File: config.mk
export PLATFORM = sky130hd
export DESIGN_NAME = wave_osc_voice
export DESIGN_NICKNAME = d
export VERILOG_FILES = /design/src/rtl/wave_osc_pkg.sv /design/src/rtl/wave_osc_ctrl.sv /design/src/rtl/wave_osc_dp.sv /design/src/rtl/wave_osc_voice.sv
export SDC_FILE = /design/constraint.sdc
export NUM_CORES = 1
export LEC_CHECK = 0
export BUFFER_PORTS_ARGS = -buffer_cell sky130_fd_sc_hd__clkbuf_2
export CORE_UTILIZATION = 30
export CTS_CLUSTER_SIZE = 16
export DETAILED_ROUTE_END_ITERATION = 8
export HOLD_SLACK_MARGIN = 0.08
export RECOVER_POWER = 50
export SYNTH_ARGS = -nofsm -noshare
export SYNTH_HDL_FRONTEND = slang
export SYNTH_SLANG_ARGS = --single-unit
export TNS_END_PERCENT = 5
File: constraint.sdc
create_clock -name clk -period 5.2 [get_ports clk]
set_input_delay 1.04 -clock clk [delete_from_list [all_inputs] [get_ports clk]]
set_output_delay 1.04 -clock clk [all_outputs]
set_load 0.02 [all_outputs]
File: src/rtl/wave_osc_pkg.sv
package wave_osc_pkg;
  localparam int LFSR_W = 23;
  localparam logic [LFSR_W-1:0] LFSR_SEED = 23'h7FFFF8;

  typedef struct packed {
    logic clearAll;    // test level: hold phase and noise at zero
    logic noiseReload; // test just released: reload seed
    logic syncClear;   // hard sync: zero the phase after update
  } osc_strobe_t;

  typedef struct packed {
    logic [3:0] shape;
    logic       test;
    logic       ring;
    logic       sync;
    logic       gate;
  } osc_ctrl_t;
endpackage

File: src/rtl/wave_osc_ctrl.sv
module wave_osc_ctrl
  import wave_osc_pkg::*;
(
  input  logic        clk,
  input  logic        rstN,
  input  logic [7:0]  ctrlByte,
  input  logic        srcRise,
  input  logic        srcSynced,
  output osc_strobe_t strobes,
  output logic [3:0]  shapeSel,
  output logic        ringEn,
  output logic        syncTaken
);
  osc_ctrl_t fields;
  logic      testPrev;

  assign fields = osc_ctrl_t'(ctrlByte);

  always_ff @(posedge clk) begin
    if (!rstN) testPrev <= 1'b0;
    else       testPrev <= fields.test;
  end

  always_comb begin
    strobes.clearAll    = fields.test;
    strobes.noiseReload = testPrev && !fields.test;
    strobes.syncClear   = fields.sync && srcRise && !srcSynced && !fields.test;
  end

  assign shapeSel  = fields.shape;
  assign ringEn    = fields.ring;
  assign syncTaken = fields.sync && srcRise;
endmodule

File: src/rtl/wave_osc_dp.sv
module wave_osc_dp
  import wave_osc_pkg::*;
#(
  parameter int FREQ_W = 16,
  parameter int ACC_W  = 24,
  parameter int PW_W   = 12,
  parameter int OUT_W  = 12
) (
  input  logic              clk,
  input  logic              rstN,
  input  logic [FREQ_W-1:0] freqWord,
  input  logic [PW_W-1:0]   pulseWidth,
  input  osc_strobe_t       strobes,
  input  logic [3:0]        shapeSel,
  input  logic              ringEn,
  input  logic              srcMsb,
  output logic [OUT_W-1:0]  waveOut,
  output logic              msbRise,
  output logic [ACC_W-1:0]  accQ,
  output logic [LFSR_W-1:0] lfsrQ
);
  localparam int NOISE_BIT = ACC_W - 5;
  localparam int NOISE_TAPS = 8;
  localparam int TAP_POS [NOISE_TAPS] = '{22, 20, 16, 13, 11, 7, 4, 2};

  logic [ACC_W-1:0]  accNext;
  logic              noiseStep;
  logic [LFSR_W-1:0] lfsrShift;
  logic [OUT_W-1:0]  sawWave, triWave, pulseWave, noiseWave;
  logic              triMsb;

  assign accNext   = accQ + ACC_W'(freqWord);
  assign noiseStep = !accQ[NOISE_BIT] && accNext[NOISE_BIT];
  assign msbRise   = !strobes.clearAll && !accQ[ACC_W-1] && accNext[ACC_W-1];
  assign lfsrShift = {lfsrQ[LFSR_W-2:0], lfsrQ[22] ^ lfsrQ[17]};

  always_ff @(posedge clk) begin
    if (!rstN) begin
      accQ  <= '0;
      lfsrQ <= LFSR_SEED;
    end else if (strobes.clearAll) begin
      accQ  <= '0;
      lfsrQ <= '0;
    end else begin
      accQ <= strobes.syncClear ? '0 : accNext;
      if (strobes.noiseReload)  lfsrQ <= LFSR_SEED;
      else if (noiseStep)       lfsrQ <= lfsrShift;
    end
  end

  assign sawWave   = accQ[ACC_W-1 -: OUT_W];
  assign triMsb    = accQ[ACC_W-1] ^ (ringEn & srcMsb);
  assign triWave   = triMsb ? ~accQ[ACC_W-2 -: OUT_W] : accQ[ACC_W-2 -: OUT_W];
  assign pulseWave = (strobes.clearAll || (sawWave >= OUT_W'(pulseWidth))) ? '1 : '0;

  assign noiseWave[OUT_W-NOISE_TAPS-1:0] = '0;
  for (genvar t = 0; t < NOISE_TAPS; t++) begin : g_noiseTap
    assign noiseWave[OUT_W-1-t] = lfsrQ[TAP_POS[t]];
  end

  always_comb begin
    unique case (shapeSel)
      4'h1:    waveOut = triWave;
      4'h2:    waveOut = sawWave;
      4'h4:    waveOut = pulseWave;
      4'h8:    waveOut = noiseWave;
      default: waveOut = '0;
    endcase
  end
endmodule

File: src/rtl/wave_osc_voice.sv
module wave_osc_voice
  import wave_osc_pkg::*;
#(
  parameter int FREQ_W = 16,
  parameter int ACC_W  = 24,
  parameter int PW_W   = 12,
  parameter int OUT_W  = 12
) (
  input  logic              clk,
  input  logic              rstN,
  input  logic [FREQ_W-1:0] freqWord,
  input  logic [PW_W-1:0]   pulseWidth,
  input  logic [7:0]        ctrlByte,
  input  logic              srcMsb,
  input  logic              srcRise,
  input  logic              srcSynced,
  output logic [OUT_W-1:0]  waveOut,
  output logic [7:0]        oscRead,
  output logic              msbMon,
  output logic              msbRise,
  output logic              syncTaken
);
  osc_strobe_t       strobes;
  logic [3:0]        shapeSel;
  logic              ringEn;
  logic [ACC_W-1:0]  accQ;
  logic [LFSR_W-1:0] lfsrQ;

  wave_osc_ctrl u_ctrl (
    .clk(clk), .rstN(rstN), .ctrlByte(ctrlByte), .srcRise(srcRise),
    .srcSynced(srcSynced), .strobes(strobes), .shapeSel(shapeSel),
    .ringEn(ringEn), .syncTaken(syncTaken)
  );

  wave_osc_dp #(.FREQ_W(FREQ_W), .ACC_W(ACC_W), .PW_W(PW_W), .OUT_W(OUT_W)) u_dp (
    .clk(clk), .rstN(rstN), .freqWord(freqWord), .pulseWidth(pulseWidth),
    .strobes(strobes), .shapeSel(shapeSel), .ringEn(ringEn), .srcMsb(srcMsb),
    .waveOut(waveOut), .msbRise(msbRise), .accQ(accQ), .lfsrQ(lfsrQ)
  );

  assign oscRead = waveOut[OUT_W-1 -: 8];
  assign msbMon  = accQ[ACC_W-1];
endmodule

==> out/qor.yml <==
status: "finished, final reports clean"
grt_pass1_wl_mm: 13.2
fin_crit_sh: 0.757
gp_congestion: 0.817
synth_edf_count: 0
antenna_left: 0
critical-path-top-delay-family: "compound AO/OA/AOI/OAI gates"
reg2reg_to: "u_dp.lfsrQ[15]"
clockBufferDepth: 2
io_buffers: 62
nets: 521
die_y_microns: 108
grt_pass1_vias: 2817
synth-seq-cells: 48
vias: 2997
setup_tns_ns: 0
async_flop_share: 0
hold_path.class: "reg -> reg"
drcViolationCount: 0
hold_violations: 0
fin_crit_ns: 3.94
synth_area_leader_cell: "dfxtp_1"
routed_wl_mm: 7.94
postCtsHoldBufs: 0
timing.fmax_mhz: 254
p_total_mw: 1.02
area_growth_syn_to_layout_pct: 15.1
synthCells: 408
final_max_slew_viol_count: 0
numCtsBuffers: 5
yosys.area.top_type_share: 0.283
crit_path_max_fanout: 5
ys_warn_count: 0
power_density_mw_per_mm2: 263
track_usage: 0.141
synth.distinct_cells: 57
drt-wirelength-per-cell_microns: 13.4
vias_per_cell: 5.07
clockRootBuffer: "clkbuf_16"
synth_area_leaders: "dfxtp_1 (28%), ha_1 (11%), xnor2_1 (5.4%)"
drive_above_1_share: 0.191
crit_chain: "clkbuf_2, ha_1, a21o_1, a21oi_1, a211o_1, nand3_1, a21oi_1, nor3_1, clkbuf_2"
finalSetupViolations: 0
critical_path_depth: 9
ys_seq_area_frac: 0.283
cts-htree-levels: 2
cpPeakStageDelay_ns: 0.36
die-area_sq_mm: 0.0117
grt_setup_unrepaired: "false"
post_cts_resized: 0
arrival_ns: 2.90
grt_max_degree: 45
drt_iter0_drc: 119
grt_overflow: 0
synth_ff_type: "dfxtp_1"
core_sq_mm: 0.0109
critPathRequiredTime_ns: 4.16
antenna_cells: 0
netlist_area_sq_mm: 0.00339
dp_hpwl_mm: 5.95
drv_cap: 0
cts_sinks: 48
worst_setup_path_start_kind: "input pin"
p_leak_nw: 1.69
finalClockSkew_ns: 0.00856
worst_slew_pin_slew_ns: 1.09
slowest_stage: "ha_1"
clkLatencyLatePin_ns: 0.29
ioPinCount: 64
slew_headroom: 0.268
fp.dieW_microns: 108
crit_end: "msbRise"
final_util: 0.357
cts_tree: "done"
timing.rr.start: "u_dp.accQ[3]"
ir_drop_mv: 0.177
critPathLaunch: "freqWord[3]"
syn-mean-instance-area_sq_um: 8.31
worstSetupPathType: "in -> out"
critPathCaptureType: "primary output"
path_buf_inv: 2
path_clk_slew_ns: 0.07
antenna_found_initial: 0
ff2ff_setup_slack_ns: 2.15
synth_nets: 479
rows: 38
firstDrtPassIters: 4
initial_core_util: 0.310
post_cts_buffers: 0
reg2reg_depth: 11
## layout by cell type, fill, tap and decap left out, types with 8 or more instances in the layout
master,netlist,routed
clkbuf_2,0,59
dfxtp_1,48,48
nand2_1,32,32
o21ai_0,31,31
nor2_1,29,29
ha_1,29,29
a21oi_1,24,27
a211oi_1,24,24
inv_1,22,22
nor2b_1,22,22
xnor2_1,21,21
nand3_1,8,9
a222oi_1,8,8
## sequential cells by signal, indices dropped and copies added, names as in the netlist
register	cells
u_ctrl.testPrev	1
u_dp.lfsrQ	23
u_dp.accQ	24
## kinds of logic (layout without fill, tap and decap cells)
| logic type | after synthesis | in the layout | share of synthesized area |
|---|---|---|---|
| buf+inv | 51 | 94 | 0.0716 |
| simple gates | 124 | 124 | 0.196 |
| xor+xnor | 26 | 26 | 0.0694 |
| flops | 48 | 48 | 0.283 |
| fa+ha+maj | 30 | 30 | 0.113 |
| compound gates | 126 | 126 | 0.258 |
| mux | 3 | 3 | 0.00886 |
## synthesized netlist by cell type (2+ instances only)
master and n:
nor2b_1 22, nand2b_1 4, o21ai_0 31, nand3_1 8, buf_2 8, ha_1 29
a211oi_2 2, a21oi_2 4, o21a_1 2, a22oi_1 5, nand4_1 6, nor4b_1 3
mux2i_1 3, buf_4 9, nand2_1 32, a21oi_1 24, xnor2_1 21, a211oi_1 24
and2_1 4, a222oi_1 8, o31ai_2 3, nor3_1 6, clkbuf_1 10, xor2_1 4
dfxtp_1 48, inv_1 22, a31oi_1 2, nor2_1 29, a21o_1 7
## per-stage QoR
step | instance area [sq um] | setup WS, ns | hold WS, ns | instances
6_report | 3900 | 1.26 | 0.507 | 591
5_1_grt | 3900 | 1.05 | 0.538 | 591
4_1_cts | 3940 | 1.37 | 0.513 | 591
3_5_place_dp | 3740 | 1.38 | 0.486 | 583
3_3_place_gp | 3740 | 1.41 | 0.471 | 583
2_1_floorplan | 3390 | 1.51 | 0.460 | 408
## worst reg2reg max path, stage by stage (launching register included)
cell      delay, ns
dfxtp_1        0.30
ha_1           0.35
a21o_1         0.21
a21oi_1        0.29
a211o_1        0.21
nand3_1        0.23
a21oi_1        0.31
o21ai_0        0.13
ha_1           0.20
buf_4          0.27
a211oi_1       0.31
o21ai_0        0.10
## metal layers
layer	global-route usage	wire length, microns	share of wire	vias to the layer above
met5	0	0	0	-
met4	0.0261	37	0.0047	0
met3	0.0229	370	0.047	2
met2	0.242	3600	0.45	65
met1	0.186	3930	0.50	1375
li1	-	-	-	1555
## power breakdown
group	internal (mW)	total [mW]	switching (mW)
clock	0.277	0.421	0.144
sequential	0.388	0.404	0.0158
combinational	0.0833	0.199	0.116
total	0.749	1.02	0.275
## how the worst min path moves through the flow
stage,startpoint,to,slack (ns),depth (start not counted)
final,u_dp.lfsrQ[1],u_dp.lfsrQ[2],0.51,2
after global routing,u_dp.lfsrQ[1],u_dp.lfsrQ[1],0.54,2
after CTS,u_dp.lfsrQ[1],u_dp.lfsrQ[2],0.51,2
after detailed placement,u_dp.lfsrQ[1],u_dp.lfsrQ[2],0.49,2
after global placement,u_dp.lfsrQ[1],u_dp.lfsrQ[2],0.47,2
after floorplan,u_dp.lfsrQ[1],u_dp.lfsrQ[1],0.46,2
## layout make-up
type	instances	area (sq um)
Fill cell	1148	7030
Multi-Input combinational cell	309	2170
Sequential cell	48	961
Timing Repair Buffer	64	318
Tap cell	140	175
Clock buffer	5	125
Inverter	22	82.6
Clock inverter	3	68.8
No activity file was read; power rests on OpenSTA's default activity.
